### src/rtl/sertx_engine.sv
module sertx_engine #(
  parameter int DATA_W = 8,
  parameter int DIV_W  = 8,
  parameter int LO_OVS = 16,
  parameter int HI_OVS = 4
) (
  input  logic             clk,
  input  logic             rst_n,
  input  logic             sync_mode,
  input  logic             clk_master,
  input  logic             nine_bit,
  input  logic             tx_en,
  input  logic             rx_single_en,
  input  logic             rx_cont_en,
  input  logic             fast_baud,
  input  logic [DIV_W-1:0] baud_div,
  input  logic [DATA_W-1:0] wr_data,
  input  logic             wr_bit9,
  input  logic             wr_strobe,
  input  logic             ext_clk,
  output logic             ser_out,
  output logic             clk_out,
  output logic             clk_out_en,
  output logic             shift_empty,
  output logic             buf_empty
);
  localparam int SR_W  = DATA_W + 3;
  localparam int CNT_W = $clog2(SR_W + 1);
  localparam int PRE_W = $clog2(LO_OVS);

  logic [DATA_W-1:0] hold_data;
  logic              hold_b9, hold_full;
  logic [SR_W-1:0]   sr;
  logic [CNT_W-1:0]  bits_left;
  logic              busy, sclk_r;
  logic [PRE_W-1:0]  pre_cnt, pre_max;
  logic [DIV_W-1:0]  div_cnt;
  logic [2:0]        ext_sync;

  logic master, tx_go, brg_tick, ext_fall, shift_evt, last_bit, take;
  logic [SR_W-1:0]  frame_img;
  logic [CNT_W-1:0] frame_len;

  assign master    = sync_mode & clk_master;
  assign tx_go     = tx_en & ~(sync_mode & (rx_single_en | rx_cont_en));
  assign pre_max   = sync_mode ? '0 : fast_baud ? PRE_W'(HI_OVS - 1) : PRE_W'(LO_OVS - 1);
  assign brg_tick  = busy & (pre_cnt == pre_max) & (div_cnt == baud_div);
  assign ext_fall  = ext_sync[2] & ~ext_sync[1];
  assign shift_evt = !sync_mode ? brg_tick : master ? (brg_tick & sclk_r) : (ext_fall & busy);
  assign last_bit  = shift_evt & (bits_left == CNT_W'(1));
  assign take      = hold_full & tx_go & (~busy | last_bit);

  assign frame_img = sync_mode ? {2'b11, hold_b9, hold_data}
                               : {1'b1, nine_bit ? hold_b9 : 1'b1, hold_data, 1'b0};
  assign frame_len = sync_mode ? CNT_W'(nine_bit ? DATA_W + 1 : DATA_W)
                               : CNT_W'(nine_bit ? DATA_W + 3 : DATA_W + 2);

  always_ff @(posedge clk or negedge rst_n)
    if (!rst_n) begin
      hold_data <= '0;
      hold_b9   <= 1'b0;
      hold_full <= 1'b0;
    end else if (wr_strobe) begin
      hold_data <= wr_data;
      hold_b9   <= wr_bit9;
      hold_full <= 1'b1;
    end else if (take) begin
      hold_full <= 1'b0;
    end

  always_ff @(posedge clk or negedge rst_n)
    if (!rst_n) begin
      pre_cnt <= '0;
      div_cnt <= '0;
    end else if (take || !busy) begin
      pre_cnt <= '0;
      div_cnt <= '0;
    end else if (pre_cnt == pre_max) begin
      pre_cnt <= '0;
      div_cnt <= (div_cnt == baud_div) ? '0 : div_cnt + 1'b1;
    end else begin
      pre_cnt <= pre_cnt + 1'b1;
    end

  always_ff @(posedge clk or negedge rst_n)
    if (!rst_n) sclk_r <= 1'b0;
    else if (take) sclk_r <= 1'b0;
    else if (master && brg_tick) sclk_r <= ~sclk_r;

  always_ff @(posedge clk or negedge rst_n)
    if (!rst_n) ext_sync <= '0;
    else ext_sync <= {ext_sync[1:0], ext_clk};

  always_ff @(posedge clk or negedge rst_n)
    if (!rst_n) begin
      sr        <= '1;
      bits_left <= '0;
      busy      <= 1'b0;
    end else if (take) begin
      sr        <= frame_img;
      bits_left <= frame_len;
      busy      <= 1'b1;
    end else if (shift_evt) begin
      sr        <= {1'b1, sr[SR_W-1:1]};
      bits_left <= bits_left - 1'b1;
      if (last_bit) busy <= 1'b0;
    end

  assign ser_out     = busy ? sr[0] : 1'b1;
  assign clk_out     = master & sclk_r;
  assign clk_out_en  = master;
  assign shift_empty = ~busy;
  assign buf_empty   = ~hold_full;

  p_idle_clk_low_r7: assert property (@(posedge clk) disable iff (!rst_n)
    shift_empty |-> !clk_out);
  p_start_needs_en_r5: assert property (@(posedge clk) disable iff (!rst_n)
    $fell(shift_empty) |-> $past(tx_en));
  p_rx_override_r6: assert property (@(posedge clk) disable iff (!rst_n)
    $fell(shift_empty) |-> !$past(sync_mode && (rx_single_en || rx_cont_en)));
  p_start_bit_low_r2: assert property (@(posedge clk) disable iff (!rst_n)
    (!sync_mode && $fell(shift_empty)) |-> !ser_out);
  p_strobe_fills_r10: assert property (@(posedge clk) disable iff (!rst_n)
    wr_strobe |=> !buf_empty);
  p_async_no_clk_r9: assert property (@(posedge clk) disable iff (!rst_n)
    !sync_mode |-> (!clk_out && !clk_out_en));
endmodule

### config.mk
export PLATFORM = sky130hd
export DESIGN_NAME = sertx_engine
export DESIGN_NICKNAME = d
export VERILOG_FILES = /design/src/rtl/sertx_engine.sv
export SDC_FILE = /design/constraint.sdc
export NUM_CORES = 1
export LEC_CHECK = 0
export BUFFER_PORTS_ARGS = -buffer_cell sky130_fd_sc_hd__buf_2
export CORE_UTILIZATION = 45
export DETAILED_ROUTE_END_ITERATION = 12
export GPL_TIMING_DRIVEN = 1
export PLACE_DENSITY = 0.69
export REMOVE_ABC_BUFFERS = 1
export SLEW_MARGIN = 20
export SYNTH_ARGS = -nofsm -noshare
export SYNTH_HDL_FRONTEND = slang
export SYNTH_SLANG_ARGS = --single-unit
### constraint.sdc
create_clock -name clk -period 2.4 [get_ports clk]
set_clock_uncertainty 0.1 [all_clocks]
set_input_delay 0.48 -clock clk [delete_from_list [all_inputs] [get_ports clk]]
set_output_delay 0.48 -clock clk [all_outputs]
set_load 0.005 [all_outputs]
==> metrics.yaml, run 1 <==
cp_data_required_time_ps: 2530
r2r_end: "div_cnt[5]$_DFFE_PN0P_"
drc: 3
firstDrtPassIters: 9
holdWs_ps: 99.4
nets: 267
ios: 33
synth_cell_types: 39
io_buffers: 32
design_power_total_mw: 2.24
reg2reg_depth: 7
multi_input_area_um2: 1060
fillerInstances: 403
rows: 24
finish.instance_area_um2: 2560
wl_um: 3760
clkTransAtPathRegs_ps: 80
area_growth_pct: 18.2
wl_per_cell_um: 13.0
crit_type: "flip-flop to flip-flop"
slew_violations: 0
setup_viol: 0
htreeDepth: 2
initial_utilization: 0.484
vias: 1502
grt_pass1_wl_um: 6360
core_um2: 4470
crit_fanout: 9
die_area_um2: 5090
powerDensity_nw_per_um2: 877
cpMaxStageDelayCell: "or3b_1"
synthSimpleGateAreaFrac: 0.141
crit_arrival_ps: 2240
cts_tree: "built"
drt-vias-per-instance: 5.22
final_common_cell: "buf_2"
ctsHoldBuffers: 0
clk_latency_ps: 290
r2r_setup_slack_ps: 290
setup_slack_ps: 287
status: "finished, violations left"
period_needed_ps: 2110
hold_class: "input port to async pin"
netlist_area_um2: 2160
postCtsSetupBuffers: 0
post_cts_resized: 0
clock_sinks: 41
hold_violations: 0
power.leakage_nw: 1.30
yosysWarnings: 0
layout-drive-gt1-share: 0.326
synthXorXnorAreaFrac: 0.0607
cp-end-kind: "flip-flop"
gp_congestion: 0.759
die_w_um: 71.3
grt_usage: 0.162
seq_area_frac_synth: 0.480
cap_viol_max_count: 0
utilization: 0.572
synthAdderAreaFrac: 0.0231
worstReg2RegStart: "pre_cnt[2]$_DFF_PN0_"
antenna_left: 0
cts_buffers: 5
grt_pass1_vias: 1463
synth_cells: 191
violations: "DRC"
max_stage_delay_ps: 530
antenna_found_initial: 0
cp-start-kind: "flip-flop"
cts_max_path_buffers: 2
die_h_um: 71.3
synth-edff-count: 0
cts_root_buf: "clkbuf_8"
ys_ff_latch: 41
hpwl_um: 2830
period_share: 0.881
fmax_mhz: 473
grt_overflow_total: 0
seqCellArea_um2: 1040
synth_mux_area_frac: 0.187
worstMarginPinSlew_ps: 621
synth_compound_area_frac: 0.0763
ir_drop_mv: 0.403
rsz0062_at_grt: "false"
placed_cell_area_um2: 2440
synthFlopType: "dfrtp_1"
most-common-layout-cells: "32 x buf_2, 31 x dfrtp_1, 28 x mux2i_1"
critical_path.cell_chain: "nor2_1 -> a21oi_1 -> o31ai_4 -> or3b_1 -> buf_4 -> o21ai_1 -> a21o_1"
place_ws_ps: 145
drtIter0Drc: 40
grt_max_degree: 28
n_antenna_cell: 0
async_flop_share: 1.00
syn_area_per_cell_um2: 11.3
relSlewSlack: 0.586
synth_top_family_by_area: "multiplexers"
[layout make-up]
type | count | area share
flip-flops and latches | 41 | 0.406
clock inverters | 2 | 0.0147
multi-input cells | 138 | 0.413
repair buffers | 43 | 0.0998
well taps | 52 | 0.0254
inverters | 6 | 0.00881
clock buffers | 6 | 0.0323
[cells by family (layout without fill, tap and decap cells)]
family	count (synthesis)	after routing
mux	39	39
buf+inv	12	57
xor+xnor	15	15
fa+ha+maj	4	4
compound gates	25	25
simple gates	55	55
flops	41	41
[cells in the mapped netlist, types with 2 or more instances]
| master | instances | share of area |
|---|---|---|
| a21oi_1 | 3 | 0.0069 |
| nor3_1 | 2 | 0.0046 |
| and3_1 | 5 | 0.014 |
| nand2_1 | 12 | 0.021 |
| buf_6 | 3 | 0.016 |
| mux2_2 | 11 | 0.057 |
| nand3_1 | 7 | 0.016 |
| inv_1 | 6 | 0.010 |
| xor2_1 | 3 | 0.012 |
| nor2_1 | 11 | 0.019 |
| xnor2_1 | 12 | 0.049 |
| a21o_1 | 4 | 0.014 |
| dfrtp_1 | 31 | 0.36 |
| mux2i_1 | 28 | 0.13 |
| and2_1 | 2 | 0.0058 |
| and4_1 | 2 | 0.0081 |
| nor3b_2 | 2 | 0.012 |
| nand4_1 | 2 | 0.0058 |
| ha_1 | 4 | 0.023 |
| dfstp_2 | 10 | 0.12 |
| o21ai_0 | 10 | 0.023 |
| o21ai_1 | 3 | 0.0069 |
| or3_1 | 2 | 0.0058 |
[sequential cells by signal (all words and copies together), names as in the netlist]
signal,count
sr,10
div_cnt,8
hold_data,8
bits_left,4
pre_cnt,4
ext_sync,3
busy,1
hold_b9,1
hold_full,1
sclk_r,1
[per-layer routing]
layer	wire, um	up-vias	GRT usage
li1	-	759	-
met1	1720	710	0.190
met2	1860	26	0.290
met3	108	7	0.0295
met4	69	0	0.0733
met5	0	-	0
[report_power, final]
group          leakage (nW)  switching, mW  internal (mW)  total [mW]
combinational         0.767          0.281          0.301       0.581
clock                0.0574          0.237          0.338       0.575
sequential            0.480          0.161          0.927        1.09
[stage by stage]
stage / cells / TNS [ps]
floorplan: 185 / -1120
global placement: 280 / 0
detailed placement: 280 / 0
CTS: 288 / 0
global route: 288 / 0
finish: 288 / 0
[worst max-delay path by stage]
| stage | startpoint | to | slack, ps | cells after the start |
|---|---|---|---|---|
| 6_report | pre_cnt[2]$_DFF_PN0_ | div_cnt[5]$_DFFE_PN0P_ | 290 | 7 |
| 5_1_grt | pre_cnt[2]$_DFF_PN0_ | div_cnt[5]$_DFFE_PN0P_ | 110 | 7 |
| 4_1_cts | pre_cnt[2]$_DFF_PN0_ | div_cnt[2]$_DFFE_PN0P_ | 280 | 7 |
| 3_5_place_dp | fast_baud | div_cnt[4]$_DFFE_PN0P_ | 150 | 8 |
| 3_3_place_gp | fast_baud | div_cnt[5]$_DFFE_PN0P_ | 140 | 8 |
| 2_1_floorplan | fast_baud | bits_left[1]$_DFFE_PN0P_ | -230 | 6 |
[critical path, delay by kind of cell, from the launching register on]
| family | cells | cell delay [ps] |
|---|---|---|
| AO/OA/AOI/OAI | 4 | 650 |
| buffers and inverters | 1 | 200 |
| flip-flops | 1 | 430 |
| AND/OR/NAND/NOR | 2 | 680 |
Power figures use the tool's default switching activity.
==> run 2: changes to the inputs <==
--- a/config.mk
+++ b/config.mk
@@ -6,10 +6,11 @@
 export NUM_CORES = 1
 export LEC_CHECK = 0
 export BUFFER_PORTS_ARGS = -buffer_cell sky130_fd_sc_hd__buf_2
-export CORE_UTILIZATION = 45
+export CORE_ASPECT_RATIO = 0.6
+export CORE_UTILIZATION = 40
 export DETAILED_ROUTE_END_ITERATION = 12
 export GPL_TIMING_DRIVEN = 1
-export PLACE_DENSITY = 0.69
+export PLACE_DENSITY = 0.63
 export REMOVE_ABC_BUFFERS = 1
 export SLEW_MARGIN = 20
 export SYNTH_ARGS = -nofsm -noshare
==> run 2 against run 1 <==
Compared with the run above:
- core utilization fell by 8.0 points
- sequential share of layout area rose by 0.56 points
- the run now ends clean
- combinational power rose by 4.1%
- non-clock buffer count did not move
- largest cell class unchanged
- first-iteration DRC count rose by 140%
- critical path depth did not move
- via count rose by 0.60%
- sequential power barely moved
- clock power fell by 26%
- hold slack got worse by 23 ps
==> metrics.yaml, run 2 (synthesis gave the netlist of run 1 again) <==
nets: 267  # unchanged
ir_drop_mv: 0.344  # -15%
rsz0062_at_grt: "false"
most-common-layout-cells: "32 x buf_2, 31 x dfrtp_1, 28 x mux2i_1"
setup_viol: 0  # unchanged
clk_latency_ps: 290  # about the same
final_common_cell: "buf_2"
rows: 20  # -17%
grt_pass1_vias: 1438  # -1.7%
relSlewSlack: 0.623  # +0.0368
switching_share: 0.326  # +0.0237
period_needed_ps: 2110  # -7.89 ps
worstMarginPinSlew_ps: 566  # -55.2 ps
design_power_total_mw: 2.13  # -5.0%
top_regs: "sr x10, div_cnt x8, hold_data x8"
utilization: 0.492  # -0.0799
switchingPower_uw: 695  # +2.5%
crit_arrival_ps: 2230  # about the same
firstDrtPassIters: 4  # -5
die_area_um2: 5720  # +12%
clockPowerShare: 0.201  # -0.055
layout-drive-gt1-share: 0.314  # -0.0127
r2r_setup_slack_ps: 290  # about the same
slew_violations: 0  # unchanged
crit_fanout: 13  # +4
clock_sinks: 41  # unchanged
initial_utilization: 0.422  # -0.0618
wl_per_cell_um: 14.1  # +8.0%
worstReg2RegStart: "div_cnt[0]$_DFFE_PN0P_"
crit_start: "div_cnt[0]$_DFFE_PN0P_"
wl_um: 4250  # +13%
hpwl_um: 3230  # +14%
period_share: 0.877  # -0.00329
powerDensity_nw_per_um2: 845  # -3.6%
cts_root_buf: "clkbuf_8"
drtIter0Drc: 97  # +140%
cap_viol_max_count: 0  # unchanged
largest_reg_flops: 10  # unchanged
ios: 33  # unchanged
grt_overflow_total: 0  # unchanged
grt_max_degree: 27  # -3.6%
fmax_mhz: 475  # +0.37%
cts_buffers: 5  # unchanged
cp_data_required_time_ps: 2520  # about the same
cts_tree: "built"
p_int_mw: 1.44  # -8.2%
status: "complete, no violations"
postCtsSetupBuffers: 0  # unchanged
grt_usage: 0.160  # -0.00246
crit_type: "flip-flop to flip-flop"
ctsHoldBuffers: 0  # unchanged
hold_class: "input port to async pin"
antenna_found_initial: 0  # unchanged
gp_congestion: 0.829  # +9.1%
holdWs_ps: 76.3  # -23.0 ps
area_growth_pct: 16.6
r2r_end: "bits_left[2]$_DFFE_PN0P_"
cp-start-kind: "flip-flop"
die_w_um: 96.9  # +36%
antenna_left: 0  # unchanged
largest_register: "sr"
reg2reg_depth: 7  # unchanged
clkTransAtPathRegs_ps: 80  # about the same
seq_power_share: 0.515  # +0.030
drc: 0  # -3
post_cts_resized: 0  # unchanged
vias: 1511  # +0.60%
power.leakage_nw: 1.28  # -1.9%
die_h_um: 59.0  # -17%
htreeDepth: 2  # unchanged
pwr-share-comb: 0.284  # +0.025
drt-vias-per-instance: 5.00  # -4.1%
n_antenna_cell: 0  # unchanged
io_buffers: 32  # unchanged
cts_max_path_buffers: 2  # unchanged
grt_pass1_wl_um: 7070  # +11%
crit_path_end: "bits_left[2]$_DFFE_PN0P_"
hold_violations: 0  # unchanged
cp-end-kind: "flip-flop"
core_um2: 5130  # +15%
==> run 2: cell count changes in the layout (fill, tap and decap cells not counted) <==
cell / previous run / this run
bufinv_16: 1 / 0
clkinvlp_4: 1 / 0
buf_12: 1 / 0
buf_4: 10 / 11
clkbuf_1: 0 / 3
clkbuf_8: 6 / 5
==> run 2: worst min path at each step <==
stage,startpoint,end,cells past startpoint
2_1_floorplan,rst_n,bits_left[0]$_DFFE_PN0P_,0
3_3_place_gp,ext_sync[0]$_DFF_PN0_,ext_sync[1]$_DFF_PN0_,0
3_5_place_dp,ext_sync[0]$_DFF_PN0_,ext_sync[1]$_DFF_PN0_,0
4_1_cts,rst_n,hold_full$_DFFE_PN0P_,1
5_1_grt,rst_n,bits_left[2]$_DFFE_PN0P_,1
6_report,rst_n,bits_left[2]$_DFFE_PN0P_,1
==> run 2: layer usage <==
metal  wire length (um)  up-vias  GRT usage
met1               2400      706      0.251
met3                186        5     0.0333
met2               1630       35      0.220
met5                  0        -          0
li1                   -      765          -
met4                 31        0     0.0405
==> run 2: cell type report <==
type / instances / area (um2)
clock buffers: 8 / 80.1
fillers: 475 / 2610
inverters: 6 / 22.5
multi-input cells: 138 / 1060
flip-flops and latches: 41 / 1040
well taps: 66 / 82.6
repair buffers: 43 / 243
==> run 2: worst max-delay path: stages, from the launching register on <==
cell,delay [ps]
dfrtp_1,460
xnor2_1,180
nand4_1,110
nor2_1,330
a41oi_1,170
buf_4,230
or3_1,310
a21boi_1,140
==> run 2: per-stage QoR <==
| stage | worst slack [ps] | cells | setup TNS [ps] | area (um2) |
|---|---|---|---|---|
| 2_1_floorplan | -232 | 185 | -1120 | 2120 |
| 3_5_place_dp | 159 | 294 | 0 | 2440 |
| 5_1_grt | 112 | 302 | 0 | 2520 |
| 6_report | 294 | 302 | 0 | 2520 |
| 3_3_place_gp | 180 | 294 | 0 | 2440 |
| 4_1_cts | 301 | 302 | 0 | 2520 |
==> run 2: power groups by stage <==
stage / logic [mW] / clock network (mW) / registers [mW]
after floorplan: 0.431 / 0 / 1.06
after global placement: 0.591 / 0 / 1.11
after detailed placement: 0.607 / 0 / 1.11
after CTS: 0.610 / 0.441 / 1.10
after global routing: 0.687 / 0.468 / 1.13
final: 0.605 / 0.428 / 1.10
==> run 3: changes to the inputs <==
--- a/config.mk
+++ b/config.mk
@@ -10,8 +10,7 @@
 export CORE_UTILIZATION = 40
 export DETAILED_ROUTE_END_ITERATION = 12
 export GPL_TIMING_DRIVEN = 1
-export PLACE_DENSITY = 0.63
-export REMOVE_ABC_BUFFERS = 1
+export PLACE_DENSITY_LB_ADDON = 0.12
 export SLEW_MARGIN = 20
 export SYNTH_ARGS = -nofsm -noshare
 export SYNTH_HDL_FRONTEND = slang
==> run 3 against run 2 <==
Compared with the run above:
- non-clock buffer count down 1
- first-iteration DRC count is 69% lower
- cell area is 1.2% higher
- clock power is 35% higher
- sequential share of layout area decreased by 0.50 points
- critical path depth decreased by 1
- via count is 3.8% higher
==> metrics.yaml, run 3 (synthesis gave the netlist of run 1 again) <==
cp_data_required_time_ps: 2530  # about the same
fin_cells: 301  # -0.33%
clock_sinks: 41  # unchanged
antenna_left: 0  # unchanged
fmax_mhz: 447  # -5.9%
crit_fanout: 11  # -2
die_h_um: 59.0  # unchanged
final_common_cell: "buf_2"
drtIter0Drc: 30  # -69%
antenna_found_initial: 0  # unchanged
rows: 20  # unchanged
drc: 0  # unchanged
cp-start-kind: "flip-flop"
period_needed_ps: 2240  # +133 ps
core_um2: 5130  # unchanged
hpwl_um: 3300  # +2.2%
cts_buffers: 5  # unchanged
relSlewSlack: 0.723  # +0.0998
hold_class: "input port to flip-flop"
layout-drive-gt1-share: 0.315  # +0.00133
cap_viol_max_count: 0  # unchanged
worstMarginPinSlew_ps: 415  # -151 ps
area_growth_pct: 18.0
grt_pass1_wl_um: 7530  # +6.5%
crit_type: "flip-flop to flip-flop"
syn_nets: 223
period_share: 0.933  # +0.0552
fin_tns_setup_ps: 0  # unchanged
clkTransAtPathRegs_ps: 80  # about the same
most-common-layout-cells: "32 x buf_2, 31 x dfrtp_1, 28 x mux2i_1"
rsz0062_at_grt: "false"
ir_drop_mv: 0.375  # +9.1%
vias: 1569  # +3.8%
clk_latency_ps: 290  # about the same
setup_slack_ps: 162  # -133 ps
place_ws_ps: 38.8  # -120 ps
placed_cells: 292  # -0.68%
nets: 266  # -0.37%
largest_reg_flops: 10  # unchanged
grt_overflow_total: 0  # unchanged
power.leakage_nw: 1.29  # +1.0%
finish.instance_area_um2: 2550  # +1.2%
die_w_um: 96.9  # unchanged
hold_violations: 0  # unchanged
drt-vias-per-instance: 5.21  # +4.2%
wl_um: 4340  # +2.0%
wl_per_cell_um: 14.4  # +2.4%
die_area_um2: 5720  # unchanged
crit_arrival_ps: 2370  # +140 ps
cts_tree: "built"
status: "complete, no violations"
design_power_total_mw: 2.25  # +5.7%
critical_path.cell_chain: "nor2_1 -> a21oi_1 -> o31ai_4 -> or3b_1 -> nor4_1 -> a21o_1"
cts_max_path_buffers: 2  # unchanged
cp-end-kind: "flip-flop"
powerDensity_nw_per_um2: 883  # +4.4%
grt_usage: 0.173  # +0.0130
htreeDepth: 2  # unchanged
ios: 33  # unchanged
slew_violations: 0  # unchanged
cpMaxStageDelayCell: "or3b_1"
n_antenna_cell: 0  # unchanged
initial_utilization: 0.422  # unchanged
io_buffers: 32  # unchanged
placed_cell_area_um2: 2430  # -0.61%
cts_root_buf: "clkbuf_8"
grt_pass1_vias: 1532  # +6.5%
holdWs_ps: 190  # +114 ps
setup_viol: 0  # unchanged
grt_max_degree: 16  # -41%
max_stage_delay_ps: 570  # +110 ps
top_regs: "sr x10, div_cnt x8, hold_data x8"
utilization: 0.498  # +0.00610
gp_congestion: 0.820  # -1.1%
largest_register: "sr"
firstDrtPassIters: 4  # unchanged
run 3: cell count changes in the layout (fill, tap and decap cells not counted):
cell / delta
bufinv_16: +1
clkbuf_8: +1
buf_4: -2
dlygate4sd3_1: +1
clkbuf_1: -2
run 3: path summary, 6_finish.rpt:
| path | from | end | slack [ps] | cells after the start |
|---|---|---|---|---|
| min in group asynchronous | rst_n | bits_left[2]$_DFFE_PN0P_ | 500 | 2 |
| max in group asynchronous | rst_n | sr[8]$_DFFE_PN1P_ | 1120 | 3 |
| min | ext_clk | ext_sync[0]$_DFF_PN0_ | 190 | 1 |
| min reg2reg | ext_sync[0]$_DFF_PN0_ | ext_sync[1]$_DFF_PN0_ | 250 | 0 |
| max reg2reg | pre_cnt[2]$_DFF_PN0_ | div_cnt[5]$_DFFE_PN0P_ | 160 | 6 |
| max | pre_cnt[2]$_DFF_PN0_ | div_cnt[5]$_DFFE_PN0P_ | 160 | 6 |
run 3: worst max-delay path, delay by kind of cell (launching register included):
kind	cells	cell delay [ps]
flops	1	430
compound gates	3	590
simple gates	3	1060
run 3: cell type report:
class / instances / area (um2)
multi-input combinational: 138 / 1060
tap: 66 / 82.6
inverter: 6 / 22.5
timing repair buffer: 42 / 238
fill: 476 / 2580
sequential: 41 / 1040
clock buffer: 7 / 86.3
clock inverter: 1 / 30.0
run 3: power breakdown:
part	total [mW]	switching [mW]	internal [mW]
logic	0.580	0.290	0.290
clock network	0.577	0.238	0.339
registers	1.10	0.170	0.927
total	2.25	0.698	1.56
run 3: what timing repair did:
action,CTS,global route
resized for setup,0,0
endpoints found under the setup margin,0,0
buffers inserted,0,0
hold buffers,1,0
hold endpoints to repair,11,0
run 3: layer usage:
layer	GRT usage	routed length, um
met4	0.0576	49
met1	0.254	2240
met5	0	0
met2	0.248	1860
met3	0.0439	185
